<file path="src/rtl/sweep_pacer_pkg.sv">
package sweep_pacer_pkg;

  // inclusive window test used for every period write
  function automatic logic in_window(input int unsigned v,
                                     input int unsigned lo,
                                     input int unsigned hi);
    return (v >= lo) && (v <= hi);
  endfunction

  // true when pacing no longer holds the next sweep back
  function automatic logic period_met(input logic mode_on,
                                      input int unsigned elapsed,
                                      input int unsigned period);
    return !mode_on || (elapsed >= period);
  endfunction

endpackage

</file>
<file path="src/rtl/sweep_param_bank.sv">
module sweep_param_bank #(
  parameter int unsigned PER_W  = 8,
  parameter int unsigned MIN_MS = 5,
  parameter int unsigned MAX_MS = 200,
  parameter int unsigned DEF_MS = 100
) (
  input  logic             clk,
  input  logic             rst_n,
  input  logic             run,
  input  logic             cfg_wr,
  input  logic             act_wr,
  input  logic             wr_mode,
  input  logic [PER_W-1:0] wr_period,
  output logic             run_rise,
  output logic             cfg_mode,
  output logic [PER_W-1:0] cfg_period,
  output logic             act_mode,
  output logic [PER_W-1:0] act_period,
  output logic             wr_reject
);
  import sweep_pacer_pkg::*;

  localparam logic [PER_W-1:0] DEF_P = PER_W'(DEF_MS);

  logic run_q;
  logic wr_ok;
  logic cfg_take;
  logic act_take;
  logic reject_now;

  always_comb begin
    run_rise   = run & ~run_q;
    wr_ok      = in_window(32'(wr_period), MIN_MS, MAX_MS);
    cfg_take   = cfg_wr & ~run & wr_ok;
    act_take   = act_wr & run & run_q & wr_ok;
    reject_now = (cfg_wr & ~cfg_take) | (act_wr & ~act_take);
  end

  always_ff @(posedge clk or negedge rst_n) begin
    if (!rst_n) begin
      run_q      <= 1'b0;
      cfg_mode   <= 1'b0;
      cfg_period <= DEF_P;
      act_mode   <= 1'b0;
      act_period <= DEF_P;
      wr_reject  <= 1'b0;
    end else begin
      run_q     <= run;
      wr_reject <= reject_now;
      if (cfg_take) begin
        cfg_mode   <= wr_mode;
        cfg_period <= wr_period;
      end
      if (run_rise) begin
        act_mode   <= cfg_mode;
        act_period <= cfg_period;
      end else if (act_take) begin
        act_mode   <= wr_mode;
        act_period <= wr_period;
      end
    end
  end

  // entering RUN loads the active set from the configured set
  p_copy_on_run_r2: assert property (@(posedge clk) disable iff (!rst_n)
    run_rise |=> (act_mode == $past(cfg_mode)) && (act_period == $past(cfg_period)));

  // configured set frozen while running
  p_cfg_frozen_r3: assert property (@(posedge clk) disable iff (!rst_n)
    run |=> $stable(cfg_mode) && $stable(cfg_period));

  // stored periods stay inside the legal window
  p_window_r3: assert property (@(posedge clk) disable iff (!rst_n)
    in_window(32'(cfg_period), MIN_MS, MAX_MS) && in_window(32'(act_period), MIN_MS, MAX_MS));

  // a reject lasts one cycle unless another refused write follows
  p_reject_cause_r8: assert property (@(posedge clk) disable iff (!rst_n)
    wr_reject |-> $past(cfg_wr) || $past(act_wr));

endmodule

</file>
<file path="src/rtl/sweep_ms_timer.sv">
module sweep_ms_timer #(
  parameter int unsigned PER_W = 8
) (
  input  logic             clk,
  input  logic             rst_n,
  input  logic             run,
  input  logic             restart,
  input  logic             ms_tick,
  output logic [PER_W-1:0] elapsed
);
  localparam logic [PER_W-1:0] SAT = '1;

  always_ff @(posedge clk or negedge rst_n) begin
    if (!rst_n) begin
      elapsed <= '0;
    end else if (!run || restart) begin
      elapsed <= '0;
    end else if (ms_tick && (elapsed != SAT)) begin
      elapsed <= elapsed + 1'b1;
    end
  end

  // a new sweep clears the count
  p_count_clear_r6: assert property (@(posedge clk) disable iff (!rst_n)
    restart |=> (elapsed == '0));

  // the count moves by at most one tick per cycle
  p_count_step_r6: assert property (@(posedge clk) disable iff (!rst_n)
    (run && !restart) |=> ((elapsed - $past(elapsed)) <= PER_W'(1)));

endmodule

</file>
<file path="src/rtl/sweep_launcher.sv">
module sweep_launcher #(
  parameter int unsigned PER_W = 8
) (
  input  logic             clk,
  input  logic             rst_n,
  input  logic             run,
  input  logic             run_rise,
  input  logic             sweep_done,
  input  logic             act_mode,
  input  logic [PER_W-1:0] act_period,
  input  logic [PER_W-1:0] elapsed,
  output logic             go,
  output logic             sweep_start,
  output logic             overrun
);
  import sweep_pacer_pkg::*;

  logic busy;
  logic late;
  logic ready;
  logic done_seen;

  always_comb begin
    ready     = ~busy & period_met(act_mode, 32'(elapsed), 32'(act_period));
    go        = run & (run_rise | ready);
    done_seen = sweep_done & busy & run;
  end

  always_ff @(posedge clk or negedge rst_n) begin
    if (!rst_n) begin
      busy        <= 1'b0;
      late        <= 1'b0;
      sweep_start <= 1'b0;
      overrun     <= 1'b0;
    end else begin
      sweep_start <= go;
      overrun     <= go & ~run_rise & act_mode & late;
      if (!run)           busy <= 1'b0;
      else if (go)        busy <= 1'b1;
      else if (done_seen) busy <= 1'b0;
      if (!run || go)     late <= 1'b0;
      else if (done_seen) late <= act_mode & (elapsed >= act_period);
    end
  end

  // entering RUN launches a sweep at once
  p_enter_run_r5: assert property (@(posedge clk) disable iff (!rst_n)
    run_rise |=> sweep_start);

  // start pulse is a single cycle
  p_start_one_r10: assert property (@(posedge clk) disable iff (!rst_n)
    sweep_start |=> !sweep_start);

  // overrun only rides on a start
  p_overrun_start_r9: assert property (@(posedge clk) disable iff (!rst_n)
    overrun |-> sweep_start);

  // nothing is launched while stopped
  p_stop_quiet_r11: assert property (@(posedge clk) disable iff (!rst_n)
    !run |=> !sweep_start && !overrun);

endmodule

</file>
<file path="src/rtl/sweep_pacer.sv">
module sweep_pacer #(
  parameter int unsigned PER_W  = 8,
  parameter int unsigned MIN_MS = 5,
  parameter int unsigned MAX_MS = 200,
  parameter int unsigned DEF_MS = 100
) (
  input  logic             clk,
  input  logic             rst_n,
  input  logic             run,
  input  logic             ms_tick,
  input  logic             cfg_wr,
  input  logic             act_wr,
  input  logic             wr_mode,
  input  logic [PER_W-1:0] wr_period,
  input  logic             sweep_done,
  output logic             sweep_start,
  output logic             overrun,
  output logic             wr_reject,
  output logic             cfg_mode,
  output logic [PER_W-1:0] cfg_period,
  output logic             act_mode,
  output logic [PER_W-1:0] act_period
);
  logic             run_rise;
  logic             go;
  logic [PER_W-1:0] elapsed;

  sweep_param_bank #(
    .PER_W(PER_W), .MIN_MS(MIN_MS), .MAX_MS(MAX_MS), .DEF_MS(DEF_MS)
  ) u_bank (
    .clk(clk), .rst_n(rst_n), .run(run),
    .cfg_wr(cfg_wr), .act_wr(act_wr), .wr_mode(wr_mode), .wr_period(wr_period),
    .run_rise(run_rise),
    .cfg_mode(cfg_mode), .cfg_period(cfg_period),
    .act_mode(act_mode), .act_period(act_period),
    .wr_reject(wr_reject)
  );

  sweep_ms_timer #(.PER_W(PER_W)) u_timer (
    .clk(clk), .rst_n(rst_n), .run(run), .restart(go),
    .ms_tick(ms_tick), .elapsed(elapsed)
  );

  sweep_launcher #(.PER_W(PER_W)) u_launch (
    .clk(clk), .rst_n(rst_n), .run(run), .run_rise(run_rise),
    .sweep_done(sweep_done), .act_mode(act_mode), .act_period(act_period),
    .elapsed(elapsed), .go(go), .sweep_start(sweep_start), .overrun(overrun)
  );

endmodule

</file>
<file path="config.mk">
export PLATFORM = sky130hd
export DESIGN_NAME = sweep_pacer
export DESIGN_NICKNAME = d
export VERILOG_FILES = /design/src/rtl/sweep_pacer_pkg.sv /design/src/rtl/sweep_param_bank.sv /design/src/rtl/sweep_ms_timer.sv /design/src/rtl/sweep_launcher.sv /design/src/rtl/sweep_pacer.sv
export SDC_FILE = /design/constraint.sdc
export NUM_CORES = 1
export LEC_CHECK = 0
export ABC_CLOCK_PERIOD_IN_PS = 2200
export BUFFER_PORTS_ARGS = -buffer_cell sky130_fd_sc_hd__buf_2
export CAP_MARGIN = 30
export CORE_MARGIN = 2
export CORE_UTILIZATION = 48
export CTS_CLUSTER_DIAMETER = 100
export DETAILED_ROUTE_END_ITERATION = 8
export GPL_TIMING_DRIVEN = 0
export HOLD_SLACK_MARGIN = 0.06
export PLACE_DENSITY = 0.75
export SYNTH_ARGS = -nofsm -noshare
export SYNTH_HDL_FRONTEND = slang
export SYNTH_SLANG_ARGS = --single-unit
</file>
<file path="constraint.sdc">
create_clock -name clk -period 2.2 [get_ports clk]
set_clock_uncertainty 0.2 [all_clocks]
set_input_delay 0.22 -clock clk [delete_from_list [all_inputs] [get_ports clk]]
set_output_delay 0.22 -clock clk [all_outputs]
set_load 0.01 [all_outputs]
</file>
Yosys cells after proc, flatten, opt, wreduce, memory -nomap -nowiden

Index checks and enable logic that the tools add are counted.

Add/sub/neg operators: 1
Magnitude comparators: 4
Equal/unequal tests: 2
Multiplexer cells: 11
Bitwise operators: 24
Reductions and logical operators: 9

Operators by type and width:

| kind                  | count |
|---|---|
| $mux W8               | 4 |
| $and A1 B1 Y1         | 16 |
| $ge A8 B8 Y1          | 2 |
| $add A8 B1 Y8 const B | 1 |
| $ge A8 B3 Y1 const B  | 1 |
| $le A8 B8 Y1 const B  | 1 |
| $ne A8 B8 Y1 const B  | 1 |
| $mux W1               | 7 |
| $not A1 Y1            | 6 |
| $reduce_bool A2 Y1    | 3 |
| $ne A3 B1 Y1 const B  | 1 |
| $logic_and A1 B1 Y1   | 2 |
| $logic_not A1 Y1      | 2 |
| $logic_or A1 B1 Y1    | 2 |
| $or A1 B1 Y1          | 2 |

Register bits: 32
Word-level logic and storage cells: 62

Logic depth before layout (Yosys ltp)

Gate-level depths: netlist (run 1).

Word-level depth: 8
Gate-level depth with buffers: 7
Mapped depth without buffers: 7

By module

Synthesis (run 1) repeated with hierarchy kept, for this count alone.

Cell total of the unflattened synthesis: 157
Area total of the unflattened synthesis: 1773.0 µm²

By module, submodules not included:

| module           | instances | cells an instance | area each (µm²) | seq. area each (µm²) |
|---|---|---|---|---|
| sweep_param_bank | 1         | 69                | 917.1           | 508.0 |
| sweep_ms_timer   | 1         | 45                | 455.4           | 200.2 |
| sweep_launcher   | 1         | 43                | 400.4           | 100.1 |

Least setup slack after synthesis (run 1)

OpenSTA, ideal clock, no wires.

Path kind: register to register
Start: register u_bank.act_period[0]
End: register u_timer.elapsed[6]
Setup time: 94 ps
Arrival: 1915 ps
Setup slack: -9 ps
Cell stages (with the launch flop): 7
Buffers on the path: 0
Clock period less this slack: 2209 ps
Cells stage by stage: dfrtp_1 -> ha_1 -> nand2b_1 -> a2111oi_0 -> o2111ai_1 -> a31o_2 -> a211oi_1

Longest elaborated chain between the ends: 7
Elaborated cells on any way between the ends: 8
Classes of those cells: order compare: 1; mux: 1; bitwise: 3; reduce/logical: 3

Ends and longest elaborated chain:

| what                                                 | RTL line               | RTL |
|---|---|---|
| from (decl)                                          | sweep_param_bank.sv:18 | `output logic [PER_W-1:0] act_period,` |
| from (signal assigned)                               | sweep_param_bank.sv:56 | `act_period <= cfg_period;` |
| from (signal assigned)                               | sweep_param_bank.sv:59 | `act_period <= wr_period;` |
| $ge A8 B8 Y1 *                                       | sweep_pacer_pkg.sv:14  | `return !mode_on \|\| (elapsed >= period);` |
| $logic_or A1 B1 Y1 *                                 | sweep_pacer_pkg.sv:14  |  |
| $and A1 B1 Y1 *                                      | sweep_launcher.sv:24   | `ready = ~busy & period_met(act_mode, 32'(elapsed), 32'(act_period));` |
| $or A1 B1 Y1 *                                       | sweep_launcher.sv:25   | `go = run & (run_rise \| ready);` |
| $and A1 B1 Y1 *                                      | sweep_launcher.sv:25   |  |
| $logic_or A1 B1 Y1 *                                 | sweep_ms_timer.sv:16   | `end else if (!run \|\| restart) begin` |
| $mux W8 / $reduce_bool A2 Y1 (equally long branches) | n/a                    |  |
| to (signal assigned)                                 | sweep_ms_timer.sv:19   | `elapsed <= elapsed + 1'b1;` |
| to (decl)                                            | sweep_ms_timer.sv:9    | `output logic [PER_W-1:0] elapsed` |

Every way passes the cells marked *; elsewhere a longest branch is shown, timed or not.
A chain may end at the register's enable or synchronous reset.

Worst setup path in the final report (run 1)

Same ends and word-level chain as after synthesis.

==> impl_metrics.py, run 1 <==
metrics = {
    "logic_synthesis": {
        "async_flop_share_pct": 100,
        "ys_ff_latch": 32,
        "synth_edf_count": 0,
        "syn-cell-area_um2": 1700,
        "yosysUniqueCellTypes": 41,
        "synth_cells": 162,
        "ys_seq_area_share_pct": 47.7,
        "yosysWarnings": 0,
        "syn_area_per_cell_um2": 10.5,
        "ys.flop_type": "dfrtp_1",
        "syn-num-nets": 187,
    },
    "floorplan": {
        "die_w_um": 63.4,
        "initial_core_util_pct": 50.4,
        "dieArea_um2": 4020,
        "core_area_um2": 3360,
        "die_h_um": 63.4,
        "row_count": 21,
        "ios": 37,
    },
    "detailed_routing": {
        "totalWireLength_um": 3880,
        "via_count": 1463,
        "wl_per_cell_um": 14.5,
        "viasPerCell": 5.48,
        "post-route-drc-count": 0,
        "drtPass1Iterations": 4,
        "postRouteAntennaNets": 0,
        "first_iter_violations": 50,
    },
    "placement": {
        "io_buffers": 36,
        "detailed_place_hpwl_um": 2670,
        "place_congestion": 0.802,
    },
    "clocking": {
        "clk_latency_ns": 0.34,
        "clk_pin_slew_ns": 0.11,
        "max-clock-path-buffers": 2,
        "cts_inserted_buffers": 5,
        "cts_root_buf": "clkbuf_4",
        "clock-sinks": 32,
        "cts_tree": "built",
        "cts.htree.levels": 2,
    },
    "critical_path": {
        "cpPeakStageDelay_ns": 0.42,
        "cpLargestDelayFamily": "compound AO/OA/AOI/OAI gates",
        "path_buf_inv": 0,
        "cp_data_arrival_time_ns": 2.26,
        "crit_chain": "ha_1 -> nand2b_4 -> a2111oi_4 -> o2111ai_2 -> a31o_4 -> a211oi_2",
        "worst-path-max-fanout": 8,
        "slowest_stage": "dfrtp_1",
        "end_kind": "flop",
        "crit_path_start_kind": "flop",
        "critPathKind": "flop to flop",
        "cp.required_ns": 2.27,
    },
    "pwr": {
        "ir_worst_vdd_mv": 0.457,
        "leakage_nw": 1.04,
        "finalPower_w": 0.00146,
        "p_per_area_nw_per_um2": 666,
    },
    "layout": {
        "diodes": 0,
        "area_growth_pct": 29.5,
        "drive_gt1_share_pct": 32.6,
        "final_nets": 245,
    },
    "sta": {
        "fmax_mhz": 457,
        "grt_setup_unrepaired": "yes",
        "setup_viol": 0,
        "relSlewSlack_pct": 54.1,
        "hold_viol_final": 0,
        "tns_ns": 0,
        "fin_crit_ns": 2.19,
        "drv_slew": 0,
        "worst_pin_slew_ns": 0.689,
        "timing.final.crit_share_pct": 99.5,
    },
    "global_routing": {
        "grtUsageTotal_pct": 21.7,
        "grt_pass1_vias": 1516,
        "grt-busiest-layer": "met2",
        "antenna_found_initial": 0,
        "use_met3_pct": 6.07,
        "grt_max_degree": 33,
        "overflow": 0,
        "met2_usage_pct": 37.0,
        "grt.met1_usage_pct": 24.5,
        "grt_first_pass_wirelength_um": 6710,
    },
    "flow_run": {
        "maxCapViolations": 0,
    },
    "status": {
        "status": "completed",
    },
    "min_path": {
        "hold_class": "input port to flop",
    },
}
==> sequential cells by signal, indices dropped and copies added, names as in the netlist <==
signal	cells
u_bank.run_q	1
u_bank.act_mode	1
u_bank.act_period	8
u_launch.sweep_start	1
u_launch.busy	1
u_bank.cfg_period	8
u_timer.elapsed	8
u_launch.late	1
u_launch.overrun	1
u_bank.wr_reject	1
u_bank.cfg_mode	1
==> placed cells by master, fill, tap and decap left out, drive strengths merged, types with 6 or more instances in the layout <==
cell type and instances:
dlygate4sd3 14, ha 9, dfstp 6, nand2 7
a221oi 7, buf 37, dfrtp 26, nor2 21
clkbuf 7, mux2 9, inv 20, nand3 7
==> metrics by stage <==
step	instance area, µm²	setup slack, ns	cells	util [%]	hold WS [ns]
2_1_floorplan	1700	0.0246	162	-	-0.276
3_3_place_gp	1930	-0.235	244	57.5	0.0931
3_5_place_dp	1930	-0.268	244	57.5	0.107
4_1_cts	2180	0.0241	267	64.9	0.0609
5_1_grt	2200	-0.101	267	65.3	0.111
6_report	2200	0.0111	267	65.3	0.103
==> cell usage after synthesis (2+ instances only) <==
cell type / n / area [µm²]
o21ai_0: 3 / 15.0
inv_1: 20 / 75.1
o32ai_1: 2 / 17.5
xor2_1: 2 / 17.5
dfstp_2: 6 / 158
nor2_1: 21 / 78.8
mux2_2: 9 / 101
and2_1: 3 / 18.8
or3_1: 2 / 12.5
dfrtp_1: 26 / 651
a211oi_1: 2 / 15.0
nand2_1: 7 / 26.3
nand3_1: 6 / 30.0
o21a_1: 2 / 15.0
ha_1: 9 / 113
mux2i_1: 2 / 20.0
nand4_1: 4 / 25.0
xnor2_1: 2 / 17.5
a221oi_1: 7 / 61.3
a21oi_1: 5 / 25.0
o2111ai_1: 2 / 17.5
==> kinds of logic (layout without fill, tap and decap cells) <==
kind of cell | after synthesis | after routing | share of synthesized area [%]
XOR/XNOR | 4 | 4 | 2.07
flip-flops | 32 | 32 | 47.7
buffers and inverters | 21 | 80 | 4.65
multiplexers | 11 | 11 | 7.16
AND/OR/NAND/NOR | 54 | 54 | 17.3
AO/OA/AOI/OAI | 31 | 31 | 14.5
adder cells (fa/ha/maj) | 9 | 9 | 6.64
==> tightest hold or removal path: stages <==
cell and delay, ns:
buf_2 0.12, nand2_1 0.08, nor2_1 0.04, nor2_1 0.10
a211oi_2 0.06
==> where the power goes <==
part | internal [W] | leakage [nW] | switching [W]
Sequential | 0.000672 | 0.386 | 0.0000516
Combinational | 0.000178 | 0.615 | 0.000199
Clock | 0.000152 | 0.0380 | 0.000210
==> layer usage <==
metal | vias up | wire length, µm
met3 | 10 | 170
met1 | 703 | 1570
met4 | 0 | 92
met2 | 50 | 2040
met5 | - | 0
li1 | 700 | -
==> worst paths after layout <==
| path | start | endpoint | slack, ns | depth (start not counted) |
|---|---|---|---|---|
| max in group asynchronous | rst_n | u_timer.elapsed[5]$_DFFE_PN0P_ | 1.09 | 2 |
| min | ms_tick | u_timer.elapsed[6]$_DFFE_PN0P_ | 0.10 | 5 |
| min reg2reg | u_bank.cfg_period[5]$_DFFE_PN1P_ | u_bank.act_period[5]$_DFFE_PN1P_ | 0.30 | 2 |
| max reg2reg | u_bank.act_period[0]$_DFFE_PN0P_ | u_timer.elapsed[6]$_DFFE_PN0P_ | 0.01 | 6 |
| min in group asynchronous | rst_n | u_bank.act_period[3]$_DFFE_PN0P_ | 0.26 | 2 |
| max | u_bank.act_period[0]$_DFFE_PN0P_ | u_timer.elapsed[6]$_DFFE_PN0P_ | 0.01 | 6 |
==> area by class of cell <==
class / instances / area (µm²)
buffer: 1 / 3.75
clock buffer: 6 / 51.3
clock inverter: 2 / 10.0
fill: 272 / 1170
inverter: 20 / 75.1
multi-input combinational: 109 / 862
sequential: 32 / 808
tap: 46 / 57.6
timing repair buffer: 51 / 328
==> repair_timing <==
action,CTS,global route
hold buffers,14,0
pin swaps,3,4
resized for setup,7,2
endpoints found under the setup margin,12,4
hold endpoints to repair,47,0
setup buffers,1,0
No activity file was read; power rests on OpenSTA's default activity.
==> run 2, diff against run 1 <==
- BUFFER_PORTS_ARGS: -buffer_cell sky130_fd_sc_hd__buf_2 -> -buffer_cell sky130_fd_sc_hd__clkbuf_2
==> impl_metrics.py, run 2 (synthesis results as in run 1) <==
metrics = {
    "global_routing": {
        "grt_pass1_vias": 1526,
        "overflow": 0,
        "antenna_found_initial": 0,
        "grt_max_degree": 33,
        "grt_first_pass_wirelength_um": 6880,
        "grtUsageTotal_pct": 21.5,
    },
    "sta": {
        "setup_viol": 0,
        "grt_setup_unrepaired": "yes",
        "worst_pin_slew_ns": 0.776,
        "hold_viol_final": 0,
        "timing.final.crit_share_pct": 98.7,
        "tns_ns": 0,
        "fmax_mhz": 461,
        "fin_crit_ns": 2.17,
        "drv_slew": 0,
        "relSlewSlack_pct": 48.3,
    },
    "layout": {
        "layout_commonest_cell": "clkbuf_2",
        "instances_no_fill": 270,
        "final_cell_mix": "36 x clkbuf_2, 26 x dfrtp_1, 21 x nor2_1, 20 x inv_1, 14 x dlygate4sd3_1",
        "drive_gt1_share_pct": 34.8,
        "final_nets": 248,
        "top_regs": "u_bank.act_period x8, u_bank.cfg_period x8, u_timer.elapsed x8",
        "area_growth_pct": 32.7,
        "diodes": 0,
    },
    "critical_path": {
        "worst-path-max-fanout": 3,
        "cp.required_ns": 2.22,
        "end_kind": "flop",
        "cp_data_arrival_time_ns": 2.19,
        "crit_path_start_kind": "flop",
        "critPathKind": "flop to flop",
    },
    "clocking": {
        "cts.htree.levels": 2,
        "cts_inserted_buffers": 5,
        "cts_root_buf": "clkbuf_4",
        "max-clock-path-buffers": 2,
        "clk_pin_slew_ns": 0.11,
        "cts_tree": "built",
        "clock-sinks": 32,
        "clk_latency_ns": 0.33,
    },
    "pwr": {
        "leakage_nw": 1.08,
        "p_per_area_nw_per_um2": 694,
        "finalPower_w": 0.00156,
        "ir_worst_vdd_mv": 0.444,
    },
    "flow_run": {
        "maxCapViolations": 0,
    },
    "detailed_routing": {
        "wl_per_cell_um": 14.1,
        "viasPerCell": 5.47,
        "via_count": 1476,
        "totalWireLength_um": 3810,
        "first_iter_violations": 51,
        "postRouteAntennaNets": 0,
        "drtPass1Iterations": 4,
        "post-route-drc-count": 0,
    },
    "placement": {
        "place_congestion": 0.833,
        "detailed_place_hpwl_um": 2760,
        "io_buffers": 36,
        "dpl.cell_count": 244,
    },
    "floorplan": {
        "die_w_um": 63.4,
        "die_h_um": 63.4,
        "initial_core_util_pct": 50.4,
        "core_area_um2": 3360,
        "row_count": 21,
        "ios": 37,
        "dieArea_um2": 4020,
    },
    "min_path": {
        "hold_class": "input port to flop",
    },
    "status": {
        "status": "completed",
    },
}
[run 2: layer usage]
metal	global-route usage, %	wire length, µm	vias to the layer above
met3	5.71	180	8
met1	24.9	1550	714
met4	7.34	71	0
met2	38.3	2010	46
li1	-	-	708
met5	0	0	-
[run 2: path summary, 6_finish.rpt]
check	start	to	slack, ns	depth (start not counted)
worst min-delay path	ms_tick	u_timer.elapsed[6]$_DFFE_PN0P_	0.12	5
worst max-delay path	u_bank.act_period[6]$_DFFE_PN1P_	u_launch.late$_DFFE_PN0P_	0.03	6
min in group asynchronous	rst_n	u_bank.cfg_mode$_DFFE_PN0P_	0.28	2
worst max register to register	u_bank.act_period[6]$_DFFE_PN1P_	u_launch.late$_DFFE_PN0P_	0.03	6
worst min register to register	u_bank.cfg_period[2]$_DFFE_PN1P_	u_bank.act_period[2]$_DFFE_PN1P_	0.30	2
max in group asynchronous	rst_n	u_timer.elapsed[7]$_DFFE_PN0P_	1.02	2
[run 2: cell type report]
| cell class | instances | area [µm²] |
|---|---|---|
| buffer | 1 | 3.75 |
| clock buffer | 5 | 37.5 |
| clock inverter | 3 | 42.5 |
| fill | 267 | 1110 |
| inverter | 20 | 75.1 |
| multi-input combinational | 109 | 875 |
| sequential | 32 | 808 |
| tap | 46 | 57.6 |
| timing repair buffer | 54 | 350 |
[run 2: power breakdown]
group,internal (W),switching (W)
sequential,0.000672,0.0000516
combinational,0.000190,0.000201
clock,0.000237,0.000209
[run 2: timing repair]
action	CTS	global route
pin swaps	3	6
buffers inserted	2	2
hold buffers	14	0
cloned	0	0
resized for setup	7	5
setup endpoints to repair	11	5
endpoints found under the hold margin	47	0
[run 2: metrics by stage]
step / setup WS [ns] / utilization [%] / hold slack [ns] / cell area, µm²
floorplan: 0.0246 / - / -0.276 / 1700
global placement: -0.228 / 57.5 / 0.121 / 1930
detailed placement: -0.273 / 57.5 / 0.135 / 1930
CTS: 0.00666 / 65.7 / 0.0846 / 2210
global route: -0.0482 / 66.9 / 0.140 / 2250
finish: 0.0291 / 66.9 / 0.122 / 2250
[run 2: critical path: stages (launching register included)]
cell     delay [ns]
dfstp_2        0.54
inv_1          0.06
ha_1           0.30
nand3_1        0.14
or3_4          0.42
and2_4         0.15
a211o_1        0.25
